**src/rtl/msix_cap_pkg.sv**
```systemverilog
package msix_cap_pkg;
  localparam int unsigned CAP_BYTES   = 12;
  localparam int unsigned CTRL_HI_OFF = 3;
  localparam logic [7:0]  CAP_ID      = 8'h11;
  localparam logic [31:0] PBA_OFFSET  = 32'h0000_0800;
  localparam logic [31:0] TBL_OFFSET  = 32'h0000_0000;

  typedef enum logic [1:0] {
    LEN_BYTE = 2'b00,
    LEN_WORD = 2'b01,
    LEN_DW   = 2'b10,
    LEN_DW_A = 2'b11
  } acc_len_e;

  function automatic int unsigned len_bytes(input logic [1:0] code);
    case (acc_len_e'(code))
      LEN_BYTE: return 1;
      LEN_WORD: return 2;
      default:  return 4;
    endcase
  endfunction
endpackage

```
**src/rtl/msix_cap_ctrl.sv**
```systemverilog
module msix_cap_ctrl
  import msix_cap_pkg::*;
#(
  parameter int unsigned ADDR_W = 4
) (
  input  logic              clk_i,
  input  logic              rst_ni,
  input  logic              wr_i,
  input  logic [ADDR_W-1:0] addr_i,
  input  logic [1:0]        len_i,
  input  logic [31:0]       wdata_i,
  output logic              en_o,
  output logic              mask_o,
  output logic              rescan_o
);
  logic en_q, mask_q, rescan_q;
  logic en_d, mask_d, rescan_d;

  always_comb begin
    en_d   = en_q;
    mask_d = mask_q;
    for (int k = 0; k < 4; k++) begin
      if (wr_i && (k < int'(len_bytes(len_i))) &&
          (int'(addr_i) + k == int'(CTRL_HI_OFF))) begin
        en_d   = wdata_i[8*k+7];
        mask_d = wdata_i[8*k+6];
      end
    end
    // one pulse whatever the number of release causes
    rescan_d = (mask_q & ~mask_d) | (~en_q & en_d);
  end

  always_ff @(posedge clk_i or negedge rst_ni) begin
    if (!rst_ni) begin
      en_q     <= 1'b0;
      mask_q   <= 1'b0;
      rescan_q <= 1'b0;
    end else begin
      en_q     <= en_d;
      mask_q   <= mask_d;
      rescan_q <= rescan_d;
    end
  end

  assign en_o     = en_q;
  assign mask_o   = mask_q;
  assign rescan_o = rescan_q;


  ctrl_hold_chk: assert property (@(posedge clk_i) disable iff (!rst_ni)
    !wr_i |=> ($stable(en_q) && $stable(mask_q)));

  mask_release_chk: assert property (@(posedge clk_i) disable iff (!rst_ni)
    $fell(mask_q) |-> rescan_q);

  enable_rise_chk: assert property (@(posedge clk_i) disable iff (!rst_ni)
    $rose(en_q) |-> rescan_q);

  rescan_cause_chk: assert property (@(posedge clk_i) disable iff (!rst_ni)
    rescan_q |-> ($fell(mask_q) || $rose(en_q)));

  rescan_needs_wr_chk: assert property (@(posedge clk_i) disable iff (!rst_ni)
    rescan_q |-> $past(wr_i));
endmodule

```
**src/rtl/msix_cap_read.sv**
```systemverilog
module msix_cap_read
  import msix_cap_pkg::*;
#(
  parameter int unsigned NUM_VECTORS = 16,
  parameter int unsigned BAR_IDX     = 2,
  parameter int unsigned NEXT_PTR    = 8'h40,
  parameter int unsigned ADDR_W      = 4
) (
  input  logic [ADDR_W-1:0] addr_i,
  input  logic [1:0]        len_i,
  input  logic              en_i,
  input  logic              mask_i,
  output logic [31:0]       rdata_o
);
  localparam logic [9:0]  CNT_FIELD = 10'(NUM_VECTORS - 1);
  localparam logic [31:0] TBL_DW    = TBL_OFFSET | 32'(BAR_IDX);
  localparam logic [31:0] PBA_DW    = PBA_OFFSET | 32'(BAR_IDX);

  logic [7:0] img [CAP_BYTES];

  always_comb begin
    img[0]  = CAP_ID;
    img[1]  = 8'(NEXT_PTR);
    img[2]  = CNT_FIELD[7:0];
    img[3]  = {en_i, mask_i, 4'b0000, CNT_FIELD[9:8]};
    for (int b = 0; b < 4; b++) begin
      img[4+b] = TBL_DW[8*b +: 8];
      img[8+b] = PBA_DW[8*b +: 8];
    end
  end

  always_comb begin
    rdata_o = '0;
    for (int k = 0; k < 4; k++) begin
      if ((k < int'(len_bytes(len_i))) && (int'(addr_i) + k < int'(CAP_BYTES)))
        rdata_o[8*k +: 8] = img[int'(addr_i) + k];
    end
  end
endmodule

```
**src/rtl/msix_cap_regs.sv**
```systemverilog
module msix_cap_regs
  import msix_cap_pkg::*;
#(
  parameter int unsigned NUM_VECTORS = 16,
  parameter int unsigned BAR_IDX     = 2,
  parameter int unsigned NEXT_PTR    = 8'h40
) (
  input  logic        clk_i,
  input  logic        rst_ni,
  input  logic        cfg_wr_i,
  input  logic [3:0]  cfg_addr_i,
  input  logic [1:0]  cfg_len_i,
  input  logic [31:0] cfg_wdata_i,
  output logic [31:0] cfg_rdata_o,
  output logic        fn_enable_o,
  output logic        fn_mask_o,
  output logic [10:0] table_size_o,
  output logic        rescan_o
);
  localparam int unsigned ADDR_W    = 4;
  localparam logic [9:0]  CNT_FIELD = 10'(NUM_VECTORS - 1);

  generate
    if (NUM_VECTORS < 1 || NUM_VECTORS > 1024) begin : g_bad_count
      $error("vector count out of range 1..1024");
    end
    if (BAR_IDX > 5) begin : g_bad_bar
      $error("BAR index above 5");
    end
    if (NEXT_PTR >= 8'hFF) begin : g_bad_next
      $error("next pointer must be below 0xFF");
    end
  endgenerate

  msix_cap_ctrl #(.ADDR_W(ADDR_W)) i_ctrl (
    .clk_i    (clk_i),
    .rst_ni   (rst_ni),
    .wr_i     (cfg_wr_i),
    .addr_i   (cfg_addr_i),
    .len_i    (cfg_len_i),
    .wdata_i  (cfg_wdata_i),
    .en_o     (fn_enable_o),
    .mask_o   (fn_mask_o),
    .rescan_o (rescan_o)
  );

  msix_cap_read #(
    .NUM_VECTORS (NUM_VECTORS),
    .BAR_IDX     (BAR_IDX),
    .NEXT_PTR    (NEXT_PTR),
    .ADDR_W      (ADDR_W)
  ) i_read (
    .addr_i  (cfg_addr_i),
    .len_i   (cfg_len_i),
    .en_i    (fn_enable_o),
    .mask_i  (fn_mask_o),
    .rdata_o (cfg_rdata_o)
  );

  assign table_size_o = {1'b0, CNT_FIELD} + 11'd1;


  table_size_chk: assert property (@(posedge clk_i) disable iff (!rst_ni)
    (table_size_o != 11'd0) && (table_size_o <= 11'd1024));

  rdata_byte_lane_chk: assert property (@(posedge clk_i) disable iff (!rst_ni)
    (cfg_len_i == 2'b00) |-> (cfg_rdata_o[31:8] == 24'd0));

  rdata_word_lane_chk: assert property (@(posedge clk_i) disable iff (!rst_ni)
    (cfg_len_i == 2'b01) |-> (cfg_rdata_o[31:16] == 16'd0));
endmodule

```
**config.mk**
```make
export PLATFORM = sky130hd
export DESIGN_NAME = msix_cap_regs
export DESIGN_NICKNAME = d
export VERILOG_FILES = /design/src/rtl/msix_cap_pkg.sv /design/src/rtl/msix_cap_ctrl.sv /design/src/rtl/msix_cap_read.sv /design/src/rtl/msix_cap_regs.sv
export SDC_FILE = /design/constraint.sdc
export NUM_CORES = 1
export LEC_CHECK = 0
export ABC_AREA = 1
export BUFFER_PORTS_ARGS = -buffer_cell sky130_fd_sc_hd__buf_2
export CORE_MARGIN = 3
export CORE_UTILIZATION = 26
export CTS_CLUSTER_SIZE = 10
export DETAILED_ROUTE_END_ITERATION = 8
export PLACE_DENSITY = 0.56
export SLEW_MARGIN = 20
export SYNTH_ARGS = -nofsm -noshare
export SYNTH_HDL_FRONTEND = slang
export SYNTH_HIERARCHICAL = 1
export SYNTH_SLANG_ARGS = --single-unit
```
**constraint.sdc**
```tcl
create_clock -name clk_i -period 1.41 [get_ports clk_i]
set_clock_uncertainty 0.05 [all_clocks]
set_input_delay 0.141 -clock clk_i [delete_from_list [all_inputs] [get_ports clk_i]]
set_output_delay 0.141 -clock clk_i [all_outputs]
set_load 0.1 [all_outputs]
```
# After elaboration in Yosys (flattened, before gate mapping)

Cells that the tools add are included.

Reduce and logical (&&, ||, !) cells: 13
Bitwise operators: 9
Add/sub/neg operators: 3
Eq/ne operators: 5
Multiplexer cells: 25
Order comparisons: 12

Operators by type and width:

| cell                                                                | number |
|---|---|
| binary-select mux 8 bit (select 4 bit)                              | 4 |
| greater-or-equal comparator 32 x 5 -> 1 bit (second input constant) | 4 |
| == test 32 x 3 -> 1 bit (second input constant)                     | 3 |
| < comparator 32 x 5 -> 1 bit (second input constant)                | 3 |
| two-way mux 8 bit                                                   | 12 |
| NOT 32 bit                                                          | 3 |
| < comparator 3 x 32 -> 1 bit (first input constant)                 | 1 |
| NOT 4 -> 32 bit                                                     | 1 |
| logical AND 1 bit                                                   | 12 |
| adder 4 x 2 -> 5 bit (second input constant)                        | 2 |
| two-way mux 1 bit                                                   | 8 |
| < comparator 1 x 3 -> 1 bit (first input constant)                  | 2 |
| case mux 3 bit (2 select lines)                                     | 1 |
| adder 4 x 1 -> 5 bit (second input constant)                        | 1 |
| == test 4 x 3 -> 1 bit (second input constant)                      | 1 |
| < comparator 4 bit (second input constant)                          | 1 |
| < comparator 2 x 3 -> 1 bit (first input constant)                  | 1 |
| bitwise AND 1 bit                                                   | 2 |
| == test 2 x 1 -> 1 bit (second input constant)                      | 1 |
| zero test 2 bit                                                     | 1 |
| NOT 1 bit                                                           | 2 |
| bitwise OR 1 bit                                                    | 1 |

Output and inout port bits: 46
Word-level logic and storage cells: 70
Register bits after elaboration: 3
Input port bits: 41

# Longest topological paths before layout

Gate-level depths: netlist of the first run.

Depth after elaboration: 12
Mapped depth: 12
Depth with buffers taken out: 12

# Modules after synthesis

The synthesis of the first run kept the hierarchy.

Modules (own cells, without submodules):

| module        | seq. area each (um^2) | times used | area an instance (um^2) | cells an instance |
|---|---|---|---|---|
| msix_cap_read | 0.0                   | 1          | 807.0                   | 148 |
| msix_cap_ctrl | 75.1                  | 1          | 430.4                   | 70 |
| msix_cap_regs | 0.0                   | 1          | 90.1                    | 13 |

# Least setup slack after synthesis of the first run

No wires, ideal clock.

Path kind: reg-to-output
Start: register i_ctrl.mask_q (netlist: i_ctrl/mask_o)
End: output cfg_rdata_o[6]
Data arrival time: 3.312 ns
Setup slack: -2.093 ns
Path buffers: 0
Cell stages (with the launch flop): 3
Data required time: 1.219 ns
Cell sequence: dfrtp_1 > inv_1 > a211oi_1

Longest elaborated chain between the ends: 4

RTL lines:

| element                                              | line                | RTL |
|---|---|---|
| start, declared                                      | msix_cap_ctrl.sv:16 | `logic en_q, mask_q, rescan_q;` |
| start signal, assigned                               | msix_cap_ctrl.sv:40 | `mask_q <= mask_d;` |
| binary-select mux 8 bit (select 4 bit)               | msix_cap_read.sv:36 | `rdata_o[8*k +: 8] = img[int'(addr_i) + k];` |
| two-way mux 8 bit (not written as such) (2 in a row) | msix_cap_read.sv:36 |  |
| two-way mux 8 bit                                    | msix_cap_read.sv:35 | `if ((k < int'(len_bytes(len_i))) && (int'(addr_i) + k < int'(CAP_BYTES)))` |
| end, declared                                        | msix_cap_regs.sv:14 | `output logic [31:0] cfg_rdata_o,` |

No other way between the ends. The select of a mux whose other input is x is not followed.

# Final worst setup path of the first run

Start: input cfg_addr_i[1]
End: output cfg_rdata_o[30]

Longest elaborated chain between the ends: 6
Elaborated cells between the ends (all ways): 8
Classes of those cells: 1 x add/sub; 1 x order compare; 4 x mux; 1 x bitwise; 1 x reduce/logical

RTL lines:

| element                                                                              | line                                     | RTL |
|---|---|---|
| start, declared                                                                      | msix_cap_regs.sv:11                      | `input logic [3:0] cfg_addr_i,` |
| adder 4 x 2 -> 5 bit *                                                               | msix_cap_read.sv:35, msix_cap_read.sv:36 |  |
| parallel branches: the longest is 4 deep, another holds < comparator 32 x 5 -> 1 bit | n/a                                      |  |
| two-way mux 8 bit *                                                                  | msix_cap_read.sv:35                      |  |

Mark *: on every way between the ends. The select of a mux whose other input is x is not followed.

==> results of run 1 <==
-- through the flow --
step | cell area [um2] | util [%]
3_5_place_dp | 2714 | 56.34
4_1_cts | 2888 | 59.95
6_report | 3105 | 64.47
5_1_grt | 3105 | 64.47
2_1_floorplan | 1740 | -
3_3_place_gp | 2714 | 56.34
-- logic make-up (layout without fill, tap and decap cells) --
kind of cell | Yosys count | count (layout) | share of synthesized area [%]
xor gates and xnor gates | 1 | 1 | 1.226
other | 3 | 15 | 0.8482
buffers and inverters | 59 | 148 | 21.77
and+or+nand+nor | 137 | 137 | 51.27
DFF | 3 | 3 | 5.655
AOI/OAI and AO/OA | 14 | 14 | 6.032
adders and majority gates | 14 | 14 | 13.20
-- power breakdown --
group	switching (mW)	internal, mW	leakage, nW
combinational	1.23	0.570	1.34
clock	0.0543	0.193	0.0228
sequential	0.0423	0.132	0.0335
total	1.33	0.894	1.39
-- metal layers --
layer / global-route usage, % / vias up / wire, um
li1: - / 884 / -
met1: 16.23 / 780 / 1798
met2: 26.42 / 47 / 2352
met5: 0 / - / 0
met4: 2.669 / 0 / 32
met3: 1.160 / 2 / 206
-- registers in the layout (all words and copies together), names as in the netlist --
name             cells
i_ctrl/mask_o        1
i_ctrl/en_o          1
i_ctrl/rescan_o      1
-- cells in the final DEF (no fill, tap or decap), types with 3 or more instances in the layout --
cell                        n
sky130_fd_sc_hd__nor2_4    23
sky130_fd_sc_hd__inv_1     23
sky130_fd_sc_hd__buf_4     46
sky130_fd_sc_hd__buf_6      7
sky130_fd_sc_hd__nor2_2     5
sky130_fd_sc_hd__ha_1       5
sky130_fd_sc_hd__nand3_1   14
sky130_fd_sc_hd__ha_4       9
sky130_fd_sc_hd__o21ai_1    3
sky130_fd_sc_hd__nand3b_1   3
sky130_fd_sc_hd__nand3_4    4
sky130_fd_sc_hd__buf_8      3
sky130_fd_sc_hd__inv_2     12
sky130_fd_sc_hd__buf_12    30
sky130_fd_sc_hd__inv_4      4
sky130_fd_sc_hd__a21oi_4    5
sky130_fd_sc_hd__nor3_4     7
sky130_fd_sc_hd__nor2_1     9
sky130_fd_sc_hd__clkbuf_8   3
sky130_fd_sc_hd__nand2_1   39
sky130_fd_sc_hd__nand2_2   17
sky130_fd_sc_hd__nand3_2    5
sky130_fd_sc_hd__buf_2     13
sky130_fd_sc_hd__conb_1    15
sky130_fd_sc_hd__nand2_4    6
-- worst min path at each step --
stage / cells after the start / end / from / slack [ps]
6_report: 3 / i_ctrl/mask_o$_DFF_PN0_ / cfg_wdata_i[30] / 140
2_1_floorplan: 0 / i_ctrl/rescan_o$_DFF_PN0_ / rst_ni / -200
5_1_grt: 3 / i_ctrl/mask_o$_DFF_PN0_ / cfg_wdata_i[30] / 150
3_5_place_dp: 1 / i_ctrl/rescan_o$_DFF_PN0_ / rst_ni / -110
3_3_place_gp: 1 / i_ctrl/rescan_o$_DFF_PN0_ / rst_ni / -110
4_1_cts: 3 / i_ctrl/mask_o$_DFF_PN0_ / cfg_wdata_i[30] / 130
-- timing repair --
action                                 in CTS  in global routing
endpoints found under the hold margin       3                  0
gates resized for setup                    25                 49
buffers inserted                            3                  6
pin swaps                                  10                 25
hold buffers                                1                  0
setup endpoints to repair                  28                 31
-- critical path: cells and delay by family --
family,cells,cell delay [ps]
simple gates,5,570
buf+inv,4,560
fa+ha+maj,1,150
-- final cells by class --
class	count	area (um2)	share of cell area, %
flip-flops and latches	3	82.58	2.659
multi-input cells	181	1551	49.96
well taps	67	83.83	2.699
inverters	42	182.7	5.882
repair buffers	102	1160	37.35
clock buffers	4	45.04	1.450
==> impl_metrics.toml, run 1 <==
[status]
result_of_the_run = "finished, violations left"
failed_checks = "negative setup slack"

[worst_setup_path]
worst-endpoint-required_ps = 1220
timing.reg2reg.setup_slack_ps = 180
max_stage_delay_ps = 230
worstSetupStartpoint = "cfg_addr_i[1]"
critPathMaxFanout = 5
critical_path_startpoint_category = "primary input"
worst-endpoint-arrival_ps = 1430
crit_type = "in2out"
library_cell_contributing_the_largest_single_delay_on_the_critical_path = "sky130_fd_sc_hd__nor3_4"
critical_path.reg2reg.startpoint = "i_ctrl/mask_o$_DFF_PN0_"
worstReg2RegEnd = "i_ctrl/rescan_o$_DFF_PN0_"
crit_path_end_kind = "output port"
worstPathCellList = "buf_8 > clkinvlp_4 > buf_12 > ha_4 > nand2_4 > nand3_4 > nand2_4 > nand2_8 > nor3_4 > buf_12"
rr_worst_depth = 8
crit_end = "cfg_rdata_o[30]"

[detailed_routing]
remaining_drc_errors = 0
antenna_violating_nets_post_route = 0
wl_mm = 4.391
via_per_inst = 4.293
wl_per_cell_um = 11.01
drt_iter0_drc = 51
detail_route.first_pass.iterations = 4
vias = 1713

[power_and_ir_drop]
leakage_nw = 1.394
report.power.total_mw = 2.224
pwr_density_cell_nw_per_um2 = 716.1
maximum_vdd_drop_v = 0.0007914

[timing]
final_count_of_hold_timing_violations = 0
setup_ws_ps = -210.8
slew_violations = 0
post-route-period-util_pct = 115.0
highest_achievable_clock_rate_ghz = 0.6170
tns_ps = -3567
timing.hold.ws_ps = 136.9
report.final.setup_viol = 26
period_needed_ps = 1621
setup_repair_after_global_routing_missed_its_margin = "true"

[global_routing]
antenna_found_initial = 0
total_gr_overflow = 0
groute.usage.overall_pct = 13.66
largest_net_degree_at_the_start_of_global_routing = 15
global_route_wire_length_before_repair_mm = 6.893
grt_pass1_vias = 1651

[placement]
gp_routability_congestion = 0.7968
placed_cells = 387
place_ws_ps = -286.7
dp_hpwl_mm = 3.480
io_buffers = 47

[clock_tree]
cts_tree = "built"
root_buffer = "sky130_fd_sc_hd__clkbuf_8"
cts.htree.levels = 1
clock_transition_at_the_registers_of_the_reported_paths_ps = 30
cts_max_path_buffers = 2
clock_sink_count = 3
clk-insertion-delay-late_ps = 210
cts_buffers = 3

[synthesis]
synth_area_per_cell_um2 = 5.747
yosys_most_used_dff = "sky130_fd_sc_hd__dfrtp_1"
synth_edf_count = 0
synthMostInstantiatedCell = "sky130_fd_sc_hd__nand2_1"
synth-warning-count = 6
synth_largest_type_area_fraction_pct = 14.70
synth.yosys.seq_area_share_pct = 5.655
post_synthesis_async_set_or_reset_flop_share_pct = 100.0
post_synthesis_sequential_element_count = 3
synth.top_cells.by_area = "sky130_fd_sc_hd__nand2_1 (15%), sky130_fd_sc_hd__ha_1 (13%), sky130_fd_sc_hd__inv_1 (9.6%), sky130_fd_sc_hd__buf_4 (9.0%), sky130_fd_sc_hd__nand3_1 (7.9%)"
synth_area_um2 = 1328
netlist.top_cell.by_area = "sky130_fd_sc_hd__nand2_1"
synth_top_cells_by_count = "sky130_fd_sc_hd__nand2_1 (52), sky130_fd_sc_hd__inv_1 (34), sky130_fd_sc_hd__nor2_1 (28)"
synth_cells = 231
synthDistinctLibCells = 28

[min_path]
hold_path_class = "in2reg"

[cells_and_area]
fillerInstances = 409
drive_above_1_share_pct = 64.16
design.final.nets = 388
final-instance-count-excl-fill = 399
n_antenna_cell = 0
syn2layout_area_growth_pct = 133.9

[die]
dieWidth_um = 77.46
ios = 87
die_area_um2 = 5999
die-height_um = 77.46
initial_utilization_pct = 27.56
fp.coreArea_um2 = 4817
std_cell_rows = 25

[flow_run]
max_cap_violations = 0
Note: power is estimated with default switching activity, not from simulation.
==> run 2: changes to the inputs <==
- PLACE_DENSITY: 0.56 -> 0.54
- clock period: 1.41 -> 1.6 ns (I/O delays scaled with it)
==> impl_metrics.toml, run 2 (synthesis gave the netlist of run 1 again) <==
[status]
result_of_the_run = "finished, violations left"
failed_checks = "negative setup slack"

[timing]
timing.hold.ws_ps = 187.2
final_count_of_hold_timing_violations = 0
setup_repair_after_global_routing_missed_its_margin = "true"
slew_violations = 0
post-route-period-util_pct = 103.4
report.final.setup_viol = 1
period_needed_ps = 1654
highest_achievable_clock_rate_ghz = 0.6046
setup_ws_ps = -54.00

[worst_setup_path]
crit_type = "in2out"
rr_worst_depth = 5
worstPathCellList = "buf_8 > clkinvlp_4 > ha_4 > ha_4 > inv_4 > nand2_1 > o21ai_1 > nand2_1 > nand2_2 > nor2_4 > buf_12"
worst-endpoint-arrival_ps = 1440
worst-endpoint-required_ps = 1390
max_stage_delay_ps = 290
critPathMaxFanout = 5
timing.critical_path.max_delay_family = "adder cells"
crit_path_end_kind = "output port"
critical_path_buf_inv_count = 4
worstReg2RegEnd = "i_ctrl/en_o$_DFF_PN0_"
library_cell_contributing_the_largest_single_delay_on_the_critical_path = "sky130_fd_sc_hd__ha_4"
critical_path_startpoint_category = "primary input"
timing.reg2reg.setup_slack_ps = 520
critical_path.reg2reg.startpoint = "i_ctrl/en_o$_DFF_PN0_"

[global_routing]
total_gr_overflow = 0
antenna_found_initial = 0
largest_net_degree_at_the_start_of_global_routing = 15
grt_most_used_layer = "met2"
groute.usage.overall_pct = 13.45
global_route_wire_length_before_repair_mm = 6.762
grtUsageMet1_pct = 16.53
use_met2_pct = 25.30
grt_pass1_vias = 1536
global_route.usage.met3_pct = 1.160

[min_path]
min_delay_path_depth = 3
hp-start = "cfg_wdata_i[30]"
hold-path-endpoint = "i_ctrl/mask_o$_DFF_PN0_"
hold_path_class = "in2reg"

[flow_run]
max_cap_violations = 0

[cells_and_area]
n_antenna_cell = 0
design.final.nets = 383
drive_above_1_share_pct = 60.55
syn2layout_area_growth_pct = 121.9
most-common-layout-cells = "sky130_fd_sc_hd__buf_4 (44), sky130_fd_sc_hd__nand2_1 (40), sky130_fd_sc_hd__buf_12 (29)"
most_frequent_standard_cell_in_the_layout_excluding_fill_and_tap_cells = "sky130_fd_sc_hd__buf_4"

[placement]
gp_routability_congestion = 0.8031
place_ws_ps = -149.4
dp_hpwl_mm = 3.335
io_buffers = 47

[detailed_routing]
wl_per_cell_um = 10.52
detail_route.first_pass.iterations = 4
remaining_drc_errors = 0
wl_mm = 4.143
drt_iter0_drc = 16
via_per_inst = 4.206
vias = 1657
antenna_violating_nets_post_route = 0

[clock_tree]
clk-insertion-delay-late_ps = 220
cts_buffers = 3
root_buffer = "sky130_fd_sc_hd__clkbuf_8"
clock_sink_count = 3
cts_max_path_buffers = 2
cts_tree = "built"
cts.htree.levels = 1
clock_transition_at_the_registers_of_the_reported_paths_ps = 30

[power_and_ir_drop]
pwr_density_cell_nw_per_um2 = 629.5
maximum_vdd_drop_v = 0.0007811
leakage_nw = 1.351

[die]
fp.coreArea_um2 = 4817
std_cell_rows = 25
dieWidth_um = 77.46
die-height_um = 77.46
initial_utilization_pct = 27.56
die_area_um2 = 5999
ios = 87
## run 2: stage by stage
stage               area (um2)  setup TNS (ps)  utilization [%]  total power, mW  instances
floorplan                 1733           -3257                -            1.204        243
global placement          2591           -2038            53.79            1.525        374
detailed placement        2591           -2294            53.79            1.534        374
CTS                       2815          -85.98            58.44            1.826        385
global route              2945          -718.9            61.14            1.958        394
finish                    2945          -54.00            61.14            1.854        394
## run 2: worst max-delay path by stage
| stage | from | cells after the start | slack, ps | to |
|---|---|---|---|---|
| CTS | cfg_addr_i[1] | 11 | -70 | cfg_rdata_o[25] |
| detailed placement | cfg_addr_i[1] | 9 | -150 | cfg_rdata_o[22] |
| finish | cfg_addr_i[1] | 11 | -50 | cfg_rdata_o[25] |
| global placement | cfg_addr_i[1] | 11 | -130 | cfg_rdata_o[25] |
| global route | cfg_addr_i[1] | 11 | -150 | cfg_rdata_o[25] |
| floorplan | cfg_addr_i[0] | 9 | -320 | cfg_rdata_o[25] |
## run 2: layout make-up
class                   count  area (um2)
clock buffers               4       45.04
fillers                   422        1872
inverters                  42       172.7
multi-input cells         181        1478
flip-flops and latches      3       82.58
well taps                  67       83.83
repair buffers             97        1084
## run 2: worst min-delay path: stages
cell	delay (ps)
sky130_fd_sc_hd__buf_2	80
sky130_fd_sc_hd__nand3_1	90
sky130_fd_sc_hd__nand2_1	90
## run 2: layer usage
layer | up-vias | share of wire (%)
met5 | - | 0
met4 | 0 | 0.84
met3 | 6 | 4.2
met2 | 43 | 52
met1 | 736 | 43
li1 | 872 | -
## run 2: repair_timing
action                                  in CTS  in global routing
endpoints found under the setup margin      24                 22
resized for setup                           31                 19
pin swaps                                   17                  9
hold endpoints to repair                     3                  0
setup buffers                                7                  9
hold buffers                                 1                  0
## run 2: report_power, final
part	total [mW]	internal, mW	switching (mW)
combinational	1.48	0.437	1.04
sequential	0.151	0.116	0.0356
clock	0.223	0.170	0.0524
total	1.85	0.723	1.13
